[src/rtl/sar_be_pkg.sv]
package sar_be_pkg;

    parameter int COARSE_W  = 4;
    parameter int FINE_W    = 5;
    parameter int SAMPLE_W  = 8;
    parameter int FRAME_LEN = 4;

    localparam int CNT_W    = $clog2(FRAME_LEN);
    localparam int AVG_W    = SAMPLE_W + CNT_W;

    typedef struct packed {
        logic [AVG_W-1:0] acc;
        logic [CNT_W-1:0] cnt;
        logic [AVG_W-1:0] avg;
        logic             avg_vld;
    } avg_state_t;

    typedef struct packed {
        logic [SAMPLE_W-1:0] sample;
        logic                vld;
    } out_state_t;

endpackage

[src/rtl/sar_be_combine.sv]
module sar_be_combine
    import sar_be_pkg::*;
#(
    parameter int CW = COARSE_W,
    parameter int FW = FINE_W,
    parameter int OW = SAMPLE_W
) (
    input  logic [CW-1:0] coarse,
    input  logic [FW-1:0] fine,
    output logic [OW-1:0] word
);
    // Coarse step is half the fine span: one bit of overlap.
    localparam int SHIFT = FW - 1;
    localparam int SUM_W = CW + FW + 1;
    localparam int OFFS  = 1 << (SHIFT - 1);
    localparam int MAXV  = (1 << OW) - 1;

    logic [SUM_W-1:0] raw;
    logic [SUM_W-1:0] adj;

    always_comb begin
        raw = (SUM_W'(coarse) << SHIFT) + SUM_W'(fine);
        adj = raw - SUM_W'(OFFS);
        if (raw < SUM_W'(OFFS)) begin
            word = '0;
        end else if (adj > SUM_W'(MAXV)) begin
            word = OW'(MAXV);
        end else begin
            word = adj[OW-1:0];
        end
    end

endmodule

[src/rtl/sar_be_avg.sv]
module sar_be_avg
    import sar_be_pkg::*;
(
    input  logic                clk,
    input  logic                rst,
    input  logic                vld,
    input  logic [SAMPLE_W-1:0] word,
    output logic [AVG_W-1:0]    avg,
    output logic                avg_vld
);
    localparam logic [CNT_W-1:0] LAST = CNT_W'(FRAME_LEN - 1);

    avg_state_t st_d, st_q;
    logic [AVG_W-1:0] sum;

    always_comb begin
        st_d         = st_q;
        st_d.avg_vld = 1'b0;
        sum          = st_q.acc + AVG_W'(word);
        if (vld) begin
            if (st_q.cnt == '0) begin
                st_d.acc = AVG_W'(word);
            end else begin
                st_d.acc = sum;
            end
            if (st_q.cnt == LAST) begin
                st_d.avg     = sum;
                st_d.avg_vld = 1'b1;
                st_d.cnt     = '0;
            end else begin
                st_d.cnt = st_q.cnt + 1'b1;
            end
        end
    end

    always_ff @(posedge clk) begin
        if (rst) begin
            st_q <= '0;
        end else begin
            st_q <= st_d;
        end
    end

    assign avg     = st_q.avg;
    assign avg_vld = st_q.avg_vld;

endmodule

[src/rtl/sar_be_top.sv]
module sar_be_top
    import sar_be_pkg::*;
(
    input  logic                clk,
    input  logic                rst,
    input  logic                word_vld,
    input  logic [COARSE_W-1:0] coarse_code,
    input  logic [FINE_W-1:0]   fine_code,
    output logic [SAMPLE_W-1:0] sample_o,
    output logic                sample_vld_o,
    output logic [AVG_W-1:0]    avg_o,
    output logic                avg_vld_o
);
    logic [SAMPLE_W-1:0] word;
    out_state_t          out_d, out_q;

    sar_be_combine u_combine (
        .coarse (coarse_code),
        .fine   (fine_code),
        .word   (word)
    );

    sar_be_avg u_avg (
        .clk     (clk),
        .rst     (rst),
        .vld     (word_vld),
        .word    (word),
        .avg     (avg_o),
        .avg_vld (avg_vld_o)
    );

    always_comb begin
        out_d     = out_q;
        out_d.vld = word_vld;
        if (word_vld) begin
            out_d.sample = word;
        end
    end

    always_ff @(posedge clk) begin
        if (rst) begin
            out_q <= '0;
        end else begin
            out_q <= out_d;
        end
    end

    assign sample_o     = out_q.sample;
    assign sample_vld_o = out_q.vld;

endmodule

[config.mk]
export PLATFORM = sky130hd
export DESIGN_NAME = sar_be_top
export DESIGN_NICKNAME = d
export VERILOG_FILES = /design/src/rtl/sar_be_pkg.sv /design/src/rtl/sar_be_combine.sv /design/src/rtl/sar_be_avg.sv /design/src/rtl/sar_be_top.sv
export SDC_FILE = /design/constraint.sdc
export NUM_CORES = 1
export LEC_CHECK = 0
export BUFFER_PORTS_ARGS = -buffer_cell sky130_fd_sc_hd__buf_2
export CELL_PAD_IN_SITES_DETAIL_PLACEMENT = 1
export CELL_PAD_IN_SITES_GLOBAL_PLACEMENT = 1
export CORE_MARGIN = 4
export CORE_UTILIZATION = 43
export CTS_CLUSTER_SIZE = 25
export DETAILED_ROUTE_END_ITERATION = 7
export MAX_ROUTING_LAYER = met4
export PLACE_DENSITY_LB_ADDON = 0.1
export SLEW_MARGIN = 10
export SYNTH_ARGS = -nofsm -noshare
export SYNTH_HDL_FRONTEND = slang
export SYNTH_SLANG_ARGS = --single-unit
[constraint.sdc]
create_clock -name clk -period 3.8 [get_ports clk]
set_input_delay 0.19 -clock clk [delete_from_list [all_inputs] [get_ports clk]]
set_output_delay 0.19 -clock clk [all_outputs]
set_load 0.005 [all_outputs]
Word-level counts from Yosys, hierarchy flattened
Index checks and enable logic that the tools add are counted.

Input port bits: 12. Output and inout port bits: 20. Register bits: 32. Logic and storage cells: 22.

Reduce and logical (&&, ||, !) cells: 3. $add $sub $neg: 4. Eq/ne operators: 1. $lt $le $gt $ge: 2. Multiplexer cells: 5. Bitwise logic cells: 1.

Operators with widths (number): two-way mux 8 bit (2); adder 10 x 8 -> 10 bit (1); > comparator 10 x 8 -> 1 bit, second input constant (1); < comparator 10 x 4 -> 1 bit, second input constant (1); two-way mux 10 bit (1); subtractor 10 x 4 -> 10 bit, second input constant (1); adder 8 x 5 -> 9 bit (1); adder 2 x 1 -> 2 bit, second input constant (1); == test 2 bit, second input constant (1); logical NOT 2 bit (1); two-way mux 2 bit (1); AND reduction 2 bit (1); OR reduction 2 bit (1); two-way mux 1 bit (1); NOT 1 bit (1).

Depth between registers and ports, before layout
Gate-level depths: netlist (run 1).

Depth after elaboration: 7. Gate-level depth with buffers: 16. Depth with buffers taken out: 15.

Hierarchy
Synthesis (run 1) repeated with hierarchy kept, for this count alone.

Cell total of the unflattened synthesis: 247. Area total of the unflattened synthesis: 2039.5 µm².

By module, submodules not included: sar_be_avg (times used 1, cells an instance 177, seq. area each 460.4 µm², area each 1418.9 µm²); sar_be_top (times used 1, cells an instance 28, seq. area each 180.2 µm², area each 312.8 µm²); sar_be_combine (times used 1, cells an instance 42, seq. area each 0.0 µm², area each 307.8 µm²).

Worst setup path before layout (run 1)
Ideal clock, no wire load.

Path kind: input port to flip-flop. Start point: input coarse_code[0]. End point: register u_avg.st_q[20] (netlist name). Setup slack: 474 ps. Data arrival time: 3235 ps. Required time: 3709 ps. Stages on the path: 14. Setup time: 91 ps. Path buffers: 3. Cells stage by stage: ha_1 buf_4 xnor2_1 a211o_1 or3_1 buf_2 buf_6 o21a_1 ha_1 a21o_1 a31oi_1 a21boi_0 or3b_2 a311oi_1.

Longest elaborated chain between the ends: 7. Elaborated cells between the ends (all ways): 8. Those cells by class: 3 x add/sub; 2 x order compare; 3 x mux.

Ends and longest elaborated chain: from (decl) (line sar_be_top.sv:7) `input logic [COARSE_W-1:0] coarse_code,`; adder 8 x 5 -> 9 bit * (line sar_be_combine.sv:22) `raw = (SUM_W'(coarse) << SHIFT) + SUM_W'(fine);`; subtractor 10 x 4 -> 10 bit (line sar_be_combine.sv:23) `adj = raw - SUM_W'(OFFS);`; > comparator 10 x 8 -> 1 bit (line sar_be_combine.sv:26) `end else if (adj > SUM_W'(MAXV)) begin`; two-way mux 8 bit (line sar_be_combine.sv:26); two-way mux 8 bit * (line sar_be_combine.sv:24) `if (raw < SUM_W'(OFFS)) begin`; via u_avg.word[4] (line sar_be_avg.sv:7) `input logic [SAMPLE_W-1:0] word,`; adder 10 x 8 -> 10 bit * (line sar_be_avg.sv:19) `sum = st_q.acc + AVG_W'(word);`; two-way mux 10 bit * (line sar_be_avg.sv:21) `if (st_q.cnt == '0) begin`; to (signal assigned) (line sar_be_avg.sv:40) `st_q <= st_d;`; to (decl) (line sar_be_avg.sv:13) `avg_state_t st_d, st_q;`.

Mark *: on every way through the listed nets, which the timed path passes. The rest lies on a longest branch. A chain may end at the register's enable or synchronous reset.

Worst setup path after layout (run 1)
Same ends and word-level chain as after synthesis.

==> results.rst, run 1 <==
.. list-table::
   :header-rows: 1

   * - Metric
     - Value
   * - Run status
     - completed
   * - Leakage
     - 1.02 nW
   * - Setup slack on the worst flop-to-flop path
     - 1.64 ns
   * - Clk Latency, worst-skew pair
     - 0.28 ns
   * - Crit-path max cell delay
     - 0.57 ns
   * - DRC
     - 0
   * - Hold Fails Final Rpt
     - 0
   * - Number of buffers inserted by post-CTS setup repair
     - 0
   * - Worst hold path class
     - input pin to register
   * - Path depth of the worst reg2reg path
     - 6
   * - Post-route antenna net violation count
     - 0
   * - Critical Path Start
     - coarse_code[0]
   * - Most frequent cell on the critical path
     - ha_1
   * - Critical path capture point type
     - register
   * - Data required, critical path
     - 3.99 ns
   * - Category of cells accounting for the largest share of critical-path delay
     - compound AO/OA/AOI/OAI gates
   * - Die extent in y
     - 78.7 µm
   * - Root Buffer
     - clkbuf_8
   * - Detailed-router iteration count before antenna repair
     - 4
   * - Final max-slew violation count
     - 0
   * - Weighted congestion at the end of routability-driven global placement
     - 0.828
   * - Maximum resistive drop on vdd
     - 0.000160 V
   * - DR vias/cell
     - 5.40
   * - Number of flops mapped to enable cells by yosys
     - 0
   * - Number of buffers on the longest clock path
     - 2
   * - Detailed-route wire length
     - 4890 µm
   * - Worst slew pin tran
     - 0.661 ns
   * - Setup repair after global routing missed its margin
     - no
   * - Summed area of non-filler cells in the final layout
     - 2350 µm²
   * - Die Outline Area
     - 6190 µm²
   * - Predominant post-synthesis flop cell
     - dfxtp_1
   * - Combined buffer and inverter count along the critical path
     - 1
   * - Number of ports placed on the die boundary
     - 32
   * - Startpoint of the most critical register-to-register path
     - u_avg.st_q[17]
   * - Fraction of synthesis flops using an asynchronous set or reset pin
     - 0
   * - Max frequency
     - 0.288 GHz
   * - Termination of the worst setup path
     - u_avg.st_q[20]
   * - Category of the most critical setup path
     - input pin to register
   * - Quantity of I/O buffers inserted on ports
     - 31
   * - Effective utilization at floorplan
     - 0.449
   * - Worst path arrival time
     - 3.66 ns
   * - Synthesized cell area
     - 2150 µm²
   * - Number of flip-flops and latches in the synthesized netlist
     - 32
   * - CTS tree
     - done
   * - End of the worst register-to-register path
     - u_avg.st_q[20]
   * - Number of global-route vias before repair
     - 1,823
   * - Ratio of total power to cell area
     - 406 nW/µm²
   * - Worst Setup Slack, final
     - 0.324 ns
   * - Number of antenna violations at the first check in global routing
     - 0
   * - Post-synthesis cell count
     - 253
   * - Post-Route Setup TNS
     - 0 ns
   * - Fraction of the cycle the final worst path needs
     - 0.915
   * - Final period demand of the worst path
     - 3.48 ns
   * - Total of max-cap violations
     - 0
   * - DR WL/cell
     - 14.7 µm
   * - Final setup skew
     - 0.00648 ns
   * - Slowest library cell on the worst path
     - or3_1
   * - Area of the core
     - 4790 µm²
   * - Vias
     - 1,804
   * - Detail Placement HPWL
     - 3690 µm
   * - Worst Min Path Start
     - fine_code[0]
   * - Num CTS Buffers
     - 5
   * - Largest net degree at the start of global routing
     - 41
   * - # diodes
     - 0
   * - Clk slew on worst S/H paths
     - 0.07 ns
   * - Largest driver fanout on the critical path
     - 14
   * - Clock sink total
     - 32
   * - Layout overhead on the synthesized area
     - 9.49%
   * - Global-route wire length before repair
     - 8680 µm
   * - Cell-by-cell listing of the critical path
     - buf_2 -> ha_1 -> ha_1 -> a211o_1 -> or3_1 -> o21a_1 -> ha_1 -> a21o_1 -> a31oi_1 -> a21boi_0 -> or3b_2 -> a311oi_1
   * - Worst slack after detailed placement
     - 0.0296 ns
   * - Overall overflow remaining after global route
     - 0
   * - CP startpoint kind
     - input pin
   * - Placement Rows
     - 25
   * - First DRT Iteration DRCs
     - 66
   * - Avg Synthesized Cell Area
     - 8.49 µm²
   * - CTS H-tree depth
     - 2
   * - Nets in the synthesized netlist
     - 280
   * - Share of the yosys chip area belonging to registers
     - 0.298
   * - Final Setup Violations
     - 0
   * - Fill cell instance count of the final layout
     - 579
   * - Hold-fix buffer count after cts
     - 0
   * - Worst rel slew slack
     - 0.559
   * - Total of cells resized after clock tree synthesis
     - 0
   * - Cell accounting for the most synthesized area
     - dfxtp_1
   * - Post-synthesis cell type count
     - 50
   * - Number of warnings printed during yosys synthesis
     - 0
   * - CP Depth
     - 12
   * - DIE WIDTH
     - 78.7 µm
   * - Leading post-synthesis cells by cell area
     - dfxtp_1 30%, ha_1 8.2%, o21a_1 4.5%
   * - Share of the synthesized area in the top cell type
     - 0.298
   * - Fraction of layout instances using a drive strength above 1
     - 0.195
   * - Final net count
     - 293
   * - Placed Area
     - 2240 µm²
   * - GRT Resource Usage Total
     - 0.179
## layout make-up
type	instances	area, µm²	area share
inverters	12	45.0	0.0191
flip-flops and latches	32	641	0.272
repair buffers	33	170	0.0723
multi-input cells	182	1310	0.555
well taps	67	83.8	0.0356
clock buffers	6	72.6	0.0309
clock inverters	2	35.0	0.0149
## how the worst min path moves through the flow
stage,endpoint,slack (ns),cells past startpoint
after floorplan,sample_o[1],0.42,2
after global placement,u_avg.avg[5],0.44,2
after detailed placement,u_avg.avg[5],0.45,2
after CTS,sample_o[0],0.27,3
after global routing,sample_o[0],0.29,3
final,sample_o[0],0.27,3
## flip-flops by register name, summed over array words and instances (netlist names)
signal         cells
sample_o           8
sample_vld_o       1
u_avg.avg         10
u_avg.avg_vld      1
u_avg.st_q        12
## power by group
group	total (W)	internal, W	switching [W]	leakage (nW)
Combinational	0.000263	0.000115	0.000148	0.699
Clock	0.000322	0.000195	0.000128	0.0552
Sequential	0.000370	0.000357	0.0000127	0.262
Total	0.000956	0.000667	0.000288	1.02
## cells in the final DEF (no fill, tap or decap), types with 7 or more instances in the layout
cell / synthesis / routed
nor3b_1: 8 / 8
a21o_1: 7 / 7
buf_2: 3 / 31
nand2b_1: 8 / 8
nor2_1: 21 / 21
o211ai_1: 12 / 12
a21oi_1: 10 / 10
dfxtp_1: 32 / 32
nand2_1: 14 / 14
inv_1: 12 / 12
ha_1: 14 / 14
o21a_1: 13 / 13
## kinds of logic (layout without fill, tap and decap cells)
logic type	after synthesis	in the layout	synth area share
compound gates	81	81	0.280
flops	32	32	0.298
buf+inv	39	53	0.0943
mux	3	3	0.0146
simple gates	78	78	0.202
fa+ha+maj	15	15	0.0909
xor+xnor	5	5	0.0204
## synthesized netlist by cell type (3+ instances only)
cell,number
dfxtp_1,32
nor2_1,21
ha_1,14
nand2_1,14
o21a_1,13
buf_4,12
inv_1,12
o211ai_1,12
a21oi_1,10
clkbuf_1,10
nand2b_1,8
nor3b_1,8
a21o_1,7
nand3b_1,6
a211oi_1,5
a311oi_1,4
nor4b_1,4
o21ai_0,4
or3b_2,4
a211o_1,3
buf_2,3
o22ai_1,3
o31a_1,3
or2_2,3
xnor2_1,3
## metrics by stage
| stage | total power, W | cells | hold slack, ns | utilization |
|---|---|---|---|---|
| 6_report | 0.000956 | 334 | 0.271 | 0.492 |
| 5_1_grt | 0.00102 | 334 | 0.289 | 0.492 |
| 4_1_cts | 0.000969 | 334 | 0.266 | 0.492 |
| 3_5_place_dp | 0.000643 | 326 | 0.446 | 0.469 |
| 3_3_place_gp | 0.000638 | 326 | 0.441 | 0.469 |
| 2_1_floorplan | 0.000578 | 253 | 0.424 | - |
## layer usage
| layer | track usage | vias to the layer above | wire length, µm |
|---|---|---|---|
| li1 | - | 942 | - |
| met1 | 0.230 | 832 | 2500 |
| met2 | 0.288 | 26 | 2220 |
| met3 | 0.0321 | 4 | 136 |
| met4 | 0.0524 | 0 | 46 |
| met5 | - | - | 0 |
## worst register-to-register path, stage by stage, from the launching register on
cell      delay [ns]
dfxtp_1         0.32
ha_1            0.35
a21o_1          0.22
a31oi_1         0.22
a21boi_0        0.22
or3b_2          0.49
a311oi_1        0.25
(Power assumes the default switching activity.)
==> run 2, diff against run 1 <==
--- a/config.mk
+++ b/config.mk
@@ -11,6 +11,5 @@
 export CORE_MARGIN = 4
-export CORE_UTILIZATION = 43
+export CORE_UTILIZATION = 42
 export CTS_CLUSTER_SIZE = 25
 export DETAILED_ROUTE_END_ITERATION = 7
-export MAX_ROUTING_LAYER = met4
 export PLACE_DENSITY_LB_ADDON = 0.1
@@ -19,2 +18,3 @@
 export SYNTH_HDL_FRONTEND = slang
+export SYNTH_HIERARCHICAL = 1
 export SYNTH_SLANG_ARGS = --single-unit
==> constraint.sdc (replaced) <==
create_clock -name clk -period 3.8 [get_ports clk]
set_input_delay 0.76 -clock clk [delete_from_list [all_inputs] [get_ports clk]]
set_output_delay 0.76 -clock clk [all_outputs]
set_load 0.005 [all_outputs]
==> run 2 against run 1 <==
Against the previous run:
- critical path type unchanged
- clock skew fell by 0.0048 ns
- first-iteration DRC count is 4.5% higher
- synthesized area shrank 5.1%
==> results.rst, run 2 <==
.. list-table::
   :header-rows: 1

   * - Metric
     - Value
   * - Root Buffer
     - clkbuf_8
   * - Quantity of I/O buffers inserted on ports
     - 31 (unchanged)
   * - Fill cell instance count of the final layout
     - 595 (+2.8%)
   * - Vias
     - 1,842 (+2.1%)
   * - Worst slack after detailed placement
     - -0.132 ns (-0.161 ns)
   * - Share of the synthesized area in the top cell type
     - 0.314 (+0.0159)
   * - Number of warnings printed during yosys synthesis
     - 6 (+6)
   * - Crit-path max cell delay
     - 0.37 ns (-0.20 ns)
   * - Post-synthesis cell type count
     - 55 (+10%)
   * - Clk slew on worst S/H paths
     - 0.07 ns (about the same)
   * - Number of ports placed on the die boundary
     - 32 (unchanged)
   * - Worst Setup Slack, final
     - 0.170 ns (-0.154 ns)
   * - Leading post-synthesis cells by cell area
     - dfxtp_1 31%, ha_1 8.0%, nor2_1 5.5%
   * - Detailed-route wire length
     - 5140 µm (+5.1%)
   * - Category of the most critical setup path
     - input pin to register
   * - Slowest library cell on the worst path
     - fa_1
   * - DR WL/cell
     - 14.6 µm (-0.59%)
   * - Number of buffers on the longest clock path
     - 2 (unchanged)
   * - CTS H-tree depth
     - 2 (unchanged)
   * - Predominant post-synthesis flop cell
     - dfxtp_1
   * - Final max-slew violation count
     - 0 (unchanged)
   * - Effective utilization at floorplan
     - 0.432 (-0.0171)
   * - CTS tree
     - done
   * - Weighted congestion at the end of routability-driven global placement
     - 0.876 (+5.9%)
   * - Fraction of synthesis flops using an asynchronous set or reset pin
     - 0 (unchanged)
   * - Clk Latency, worst-skew pair
     - 0.28 ns (about the same)
   * - Most frequently used cell type in the post-synthesis netlist
     - dfxtp_1
   * - Highest-count cells in the layout ignoring fill and taps
     - 32 x dfxtp_1, 31 x buf_2, 30 x nor2_1, 23 x buf_4, 22 x nand2_1
   * - Biggest register
     - u_avg/st_q
   * - Worst slew pin tran
     - 0.655 ns (-0.00583 ns)
   * - Hold Fails Final Rpt
     - 0 (unchanged)
   * - Cell accounting for the most synthesized area
     - dfxtp_1
   * - Placed Area
     - 2310 µm² (+3.0%)
   * - Global-route wire length before repair
     - 8530 µm (-1.8%)
   * - Clock sink total
     - 32 (unchanged)
   * - Maximum resistive drop on vdd
     - 0.000234 V (+46%)
   * - Number of antenna violations at the first check in global routing
     - 0 (unchanged)
   * - CP startpoint kind
     - input pin
   * - Leading post-synthesis cells by instance count
     - 32 x dfxtp_1, 30 x nor2_1, 22 x nand2_1
   * - Num CTS Buffers
     - 5 (unchanged)
   * - Sequential standard cell area
     - 641 µm² (unchanged)
   * - Number of flip-flops and latches in the synthesized netlist
     - 32 (unchanged)
   * - Number of global-route vias before repair
     - 1,814 (-0.49%)
   * - DR vias/cell
     - 5.22 (-3.4%)
   * - DIE WIDTH
     - 77.7 µm (-1.3%)
   * - Die extent in y
     - 77.7 µm (-1.3%)
   * - Worst path arrival time
     - 3.81 ns (+0.15 ns)
   * - Summed area of non-filler cells in the final layout
     - 2410 µm² (+2.5%)
   * - Fraction of layout instances using a drive strength above 1
     - 0.248 (+0.0535)
   * - Flip-flop count of the largest register, all copies and words added
     - 12 (unchanged)
   * - Largest net degree at the start of global routing
     - 38 (-7.3%)
   * - Synthesized cell area
     - 2040 µm² (-5.1%)
   * - Hold-fix buffer count after cts
     - 0 (unchanged)
   * - Share of the yosys chip area belonging to registers
     - 0.314 (+0.0159)
   * - Max frequency
     - 0.275 GHz (-4.3%)
   * - Total of cells resized after clock tree synthesis
     - 0 (unchanged)
   * - Nets in the synthesized netlist
     - 273 (-2.5%)
   * - Worst hold path class
     - register to register
   * - Most frequent cell on the critical path
     - ha_1
   * - Detail Placement HPWL
     - 3760 µm (+2.1%)
   * - Leakage
     - 1.10 nW (+8.5%)
   * - Overall Power
     - 0.000938 W (-1.8%)
   * - First DRT Iteration DRCs
     - 69 (+4.5%)
   * - Layout overhead on the synthesized area
     - 18.2%
   * - Final Setup Violations
     - 0 (unchanged)
   * - Worst rel slew slack
     - 0.563 (+0.00389)
   * - Final setup skew
     - 0.00173 ns (-0.00475 ns)
   * - Number of flops mapped to enable cells by yosys
     - 0 (unchanged)
   * - Fraction of the cycle the final worst path needs
     - 0.955 (+0.0406)
   * - Detailed-router iteration count before antenna repair
     - 4 (unchanged)
   * - DP Cell Count
     - 345 (+5.8%)
   * - Footprint of the multi-input gates
     - 1220 µm² (-6.8%)
   * - DRC
     - 0 (unchanged)
   * - Final period demand of the worst path
     - 3.63 ns (+0.154 ns)
   * - Number of buffers inserted by post-CTS setup repair
     - 0 (unchanged)
   * - Ratio of total power to cell area
     - 389 nW/µm² (-4.2%)
   * - Cell-by-cell listing of the critical path
     - buf_2 -> ha_1 -> inv_1 -> ha_1 -> o21bai_1 -> nand4bb_1 -> o211ai_2 -> o21a_1 -> ha_1 -> inv_1 -> fa_1 -> nand2b_1 -> a21o_1 -> a32oi_1 -> nor4b_1 -> a211o_1
   * - Number of non-filler instances in the completed layout
     - 353 (+5.7%)
   * - Placement Rows
     - 25 (unchanged)
   * - Post-route antenna net violation count
     - 0 (unchanged)
   * - GRT Resource Usage Total
     - 0.175 (-0.00386)
   * - # diodes
     - 0 (unchanged)
   * - Largest driver fanout on the critical path
     - 5 (-9)
   * - Avg Synthesized Cell Area
     - 8.26 µm² (-2.8%)
   * - Area of the core
     - 4720 µm² (-1.3%)
   * - Post-synthesis cell count
     - 247 (-2.4%)
   * - Run status
     - completed
   * - Commonest non-fill, non-tap cell in the layout
     - dfxtp_1
   * - Critical path capture point type
     - register
   * - Final net count
     - 311 (+6.1%)
   * - Data required, critical path
     - 3.98 ns (about the same)
   * - Total of max-cap violations
     - 0 (unchanged)
   * - Overall overflow remaining after global route
     - 0 (unchanged)
   * - Die Outline Area
     - 6030 µm² (-2.5%)
## run 2: layout make-up
type | instances | area share
multi-input combinational | 179 | 0.504
sequential | 32 | 0.266
timing repair buffer | 54 | 0.136
clock buffer | 7 | 0.0358
tap | 67 | 0.0348
inverter | 13 | 0.0202
clock inverter | 1 | 0.00311
## run 2: through the flow
stage / TNS, ns / hold slack (ns) / util
4_1_cts: 0 / 0.461 / 0.509
6_report: 0 / 0.456 / 0.510
5_1_grt: -0.00711 / 0.479 / 0.510
3_3_place_gp: -0.127 / 0.443 / 0.490
3_5_place_dp: -0.411 / 0.451 / 0.490
2_1_floorplan: 0 / 0.437 / -
## run 2: final timing paths
| kind | start | to | slack (ns) | cells after the start |
|---|---|---|---|---|
| worst max register to register | u_avg/st_q[13] | u_avg/avg[8] | 1.65 | 8 |
| worst max-delay path | coarse_code[0] | u_avg/avg[8] | 0.17 | 16 |
| worst min-delay path | u_avg/avg[3] | u_avg/avg[3] | 0.46 | 2 |
| worst min register to register | u_avg/avg[3] | u_avg/avg[3] | 0.46 | 2 |
## run 2: per-layer routing
metal	GRT usage	up-vias	wire [µm]
met5	0	-	0
met4	0.0534	0	24
li1	-	937	-
met3	0.0336	2	114
met1	0.219	883	2490
met2	0.302	20	2520
## run 2: cell families (layout without fill, tap and decap cells)
group	after synthesis	count (layout)	synth area share
DFF	32	32	0.314
buffers and inverters	36	75	0.0982
AOI/OAI and AO/OA	61	61	0.214
and+or+nand+nor	89	89	0.214
adders and majority gates	14	14	0.0896
muxes	11	11	0.0540
xor gates and xnor gates	4	4	0.0172
## run 2: worst max-delay path: cells and delay by family
family	cells	cell delay, ns
AO/OA/AOI/OAI	6	1.29
adder cells (fa/ha/maj)	4	1.06
AND/OR/NAND/NOR	3	0.45
buffers and inverters	3	0.24
## run 2: report_power, final
part	switching (W)	total (W)	internal [W]
Clock	0.000129	0.000276	0.000147
Sequential	0.0000111	0.000367	0.000356
Combinational	0.000158	0.000296	0.000138
Total	0.000298	0.000938	0.000640
==> run 3, diff against run 2 <==
- CORE_MARGIN: 4 -> 2
- SLEW_MARGIN: 10 -> 20
==> run 3 against run 2 <==
Against the previous run:
- die area is 10% lower
- clock skew is 0.0024 ns higher
- largest power group unchanged
- global-route usage is 3.9 points higher
- cell count is 3.1% lower
- via count is 3.0% higher
- critical path depth is 4 lower
- non-clock buffer count is 3 higher
- clock power is 3% higher
- sequential share of layout area hardly changed
- first-iteration DRC count is 61% higher
- worst setup slack better by 0.010 ns
==> results.rst, run 3 (synthesis results as in run 2) <==
.. list-table::
   :header-rows: 1

   * - Metric
     - Value
   * - Run status
     - completed
   * - # diodes
     - 0 (unchanged)
   * - Worst slack after detailed placement
     - -0.123 ns (+0.00871 ns)
   * - Max frequency
     - 0.276 GHz (+0.28%)
   * - Number of buffers inserted by post-CTS setup repair
     - 0 (unchanged)
   * - GRT Resource Usage Total
     - 0.214 (+0.0391)
   * - DR WL/cell
     - 15.4 µm (+5.4%)
   * - Maximum resistive drop on vdd
     - 0.000192 V (-18%)
   * - Worst slew pin tran
     - 0.667 ns (+0.0114 ns)
   * - Number of ports placed on the die boundary
     - 32 (unchanged)
   * - Final max-slew violation count
     - 0 (unchanged)
   * - Global-route wire length before repair
     - 8950 µm (+4.9%)
   * - Placement Rows
     - 25 (unchanged)
   * - Largest driver fanout on the critical path
     - 7 (+2)
   * - Detailed-router iteration count before antenna repair
     - 4 (unchanged)
   * - Worst rel slew slack
     - 0.555 (-0.00759)
   * - Data required, critical path
     - 4.00 ns (+0.02 ns)
   * - Clk slew on worst S/H paths
     - 0.06 ns (about the same)
   * - Worst path arrival time
     - 3.82 ns (about the same)
   * - DP Cell Count
     - 335 (-2.9%)
   * - Overall overflow remaining after global route
     - 0 (unchanged)
   * - Final Setup Violations
     - 0 (unchanged)
   * - Sequential standard cell area
     - 641 µm² (unchanged)
   * - Layout overhead on the synthesized area
     - 18.4%
   * - Category of cells accounting for the largest share of critical-path delay
     - compound AO/OA/AOI/OAI gates
   * - First DRT Iteration DRCs
     - 111 (+61%)
   * - Vias
     - 1,898 (+3.0%)
   * - Worst hold path class
     - register to register
   * - Final period demand of the worst path
     - 3.62 ns (-0.0103 ns)
   * - Effective utilization at floorplan
     - 0.435 (+0.00288)
   * - Hold Fails Final Rpt
     - 0 (unchanged)
   * - Category of the most critical setup path
     - input pin to register
   * - DR vias/cell
     - 5.55 (+6.4%)
   * - Ratio of total power to cell area
     - 396 nW/µm² (+1.7%)
   * - Die Outline Area
     - 5430 µm² (-10%)
   * - Detailed-route wire length
     - 5250 µm (+2.1%)
   * - Number of buffers on the longest clock path
     - 2 (unchanged)
   * - Worst Setup Slack, final
     - 0.180 ns (+0.0103 ns)
   * - CTS tree
     - done
   * - Largest net degree at the start of global routing
     - 38 (unchanged)
   * - Commonest non-fill, non-tap cell in the layout
     - dfxtp_1
   * - Post-route antenna net violation count
     - 0 (unchanged)
   * - Footprint of the multi-input gates
     - 1210 µm² (-0.41%)
   * - CP startpoint kind
     - input pin
   * - Crit-path max cell delay
     - 0.40 ns (+0.03 ns)
   * - Highest-count cells in the layout ignoring fill and taps
     - 32 x dfxtp_1, 31 x buf_2, 30 x nor2_1, 26 x buf_4, 22 x nand2_1
   * - Num CTS Buffers
     - 5 (unchanged)
   * - Fraction of the cycle the final worst path needs
     - 0.953 (-0.00271)
   * - Flip-flop count of the largest register, all copies and words added
     - 12 (unchanged)
   * - Fill cell instance count of the final layout
     - 580 (-2.5%)
   * - Quantity of I/O buffers inserted on ports
     - 31 (unchanged)
   * - Critical path capture point type
     - register
   * - Clock sink total
     - 32 (unchanged)
   * - Placed Area
     - 2320 µm² (+0.27%)
   * - Final net count
     - 314 (+0.96%)
   * - Weighted congestion at the end of routability-driven global placement
     - 0.815 (-7.0%)
   * - Biggest register
     - u_avg/st_q
   * - Fraction of layout instances using a drive strength above 1
     - 0.253 (+0.00522)
   * - Combined buffer and inverter count along the critical path
     - 1 (-2)
   * - Final setup skew
     - 0.00410 ns (+0.00238 ns)
   * - Root Buffer
     - clkbuf_8
   * - Slowest library cell on the worst path
     - or3_1
   * - Most frequent cell on the critical path
     - ha_1
   * - Setup repair after global routing missed its margin
     - no
   * - Detail Placement HPWL
     - 3900 µm (+3.7%)
   * - Die extent in y
     - 73.7 µm (-5.1%)
   * - CTS H-tree depth
     - 2 (unchanged)
   * - Leakage
     - 1.12 nW (+1.8%)
   * - Area of the core
     - 4690 µm² (-0.66%)
   * - Number of global-route vias before repair
     - 1,862 (+2.6%)
   * - Summed area of non-filler cells in the final layout
     - 2410 µm² (+0.16%)
   * - Number of non-filler instances in the completed layout
     - 342 (-3.1%)
   * - DIE WIDTH
     - 73.7 µm (-5.1%)
   * - Clk Latency, worst-skew pair
     - 0.28 ns (about the same)
   * - Total of max-cap violations
     - 0 (unchanged)
   * - Total of cells resized after clock tree synthesis
     - 0 (unchanged)
   * - DRC
     - 0 (unchanged)
   * - Hold-fix buffer count after cts
     - 0 (unchanged)
   * - Cell-by-cell listing of the critical path
     - buf_2 -> ha_1 -> ha_4 -> or3_1 -> a211o_4 -> o21a_1 -> ha_1 -> a211oi_1 -> o21ai_1 -> a22o_1 -> or3b_1 -> a31oi_1
   * - Number of antenna violations at the first check in global routing
     - 0 (unchanged)
[run 3: cell count changes in the layout (fill, tap and decap cells not counted)]
| cell | change |
|---|---|
| a211oi_2 | -1 |
| clkbuf_1 | -1 |
| clkbuf_8 | +1 |
| clkinvlp_4 | -1 |
| buf_4 | +3 |
| a211oi_1 | +1 |
[run 3: stage by stage]
| stage | TNS (ns) | hold slack [ns] | power (W) | utilization |
|---|---|---|---|---|
| finish | 0 | 0.455 | 0.000956 | 0.515 |
| global placement | -0.0353 | 0.442 | 0.000667 | 0.494 |
| floorplan | 0 | 0.437 | 0.000565 | - |
| global route | 0 | 0.476 | 0.00102 | 0.515 |
| detailed placement | -0.186 | 0.451 | 0.000674 | 0.494 |
| CTS | 0 | 0.462 | 0.000968 | 0.515 |
[run 3: area by class of cell]
cell class / instances / area share
timing repair buffer: 57 / 0.145
clock buffer: 7 / 0.0399
sequential: 32 / 0.265
inverter: 13 / 0.0202
tap: 54 / 0.0280
multi-input combinational: 179 / 0.502
[run 3: per-layer routing]
metal	vias up	wire [µm]	track usage	share of wire
li1	944	-	-	-
met1	919	2440	0.260	0.46
met2	25	2580	0.374	0.49
met3	10	136	0.0466	0.026
met4	0	96	0.0687	0.018
met5	-	0	0	0
[run 3: power breakdown]
part           switching, W  internal (W)  leakage (nW)
Sequential        0.0000116      0.000356         0.262
Clock              0.000123      0.000161        0.0503
Combinational      0.000162      0.000141         0.809
[run 3: worst reg2reg max path: stages (launching register included)]
cell      delay (ns)
dfxtp_1         0.34
ha_1            0.17
inv_1           0.05
fa_1            0.39
nand2b_1        0.17
a21o_1          0.19
a32oi_1         0.32
nor4b_1         0.11
a211o_1         0.29
[run 3: path summary, 6_finish.rpt]
check / from / to / slack (ns) / depth (start not counted)
max: coarse_code[0] / u_avg/st_q[22] / 0.18 / 12
min: u_avg/avg[7] / u_avg/avg[7] / 0.45 / 2
max reg2reg: u_avg/st_q[13] / u_avg/avg[8] / 1.67 / 8
min reg2reg: u_avg/avg[7] / u_avg/avg[7] / 0.45 / 2
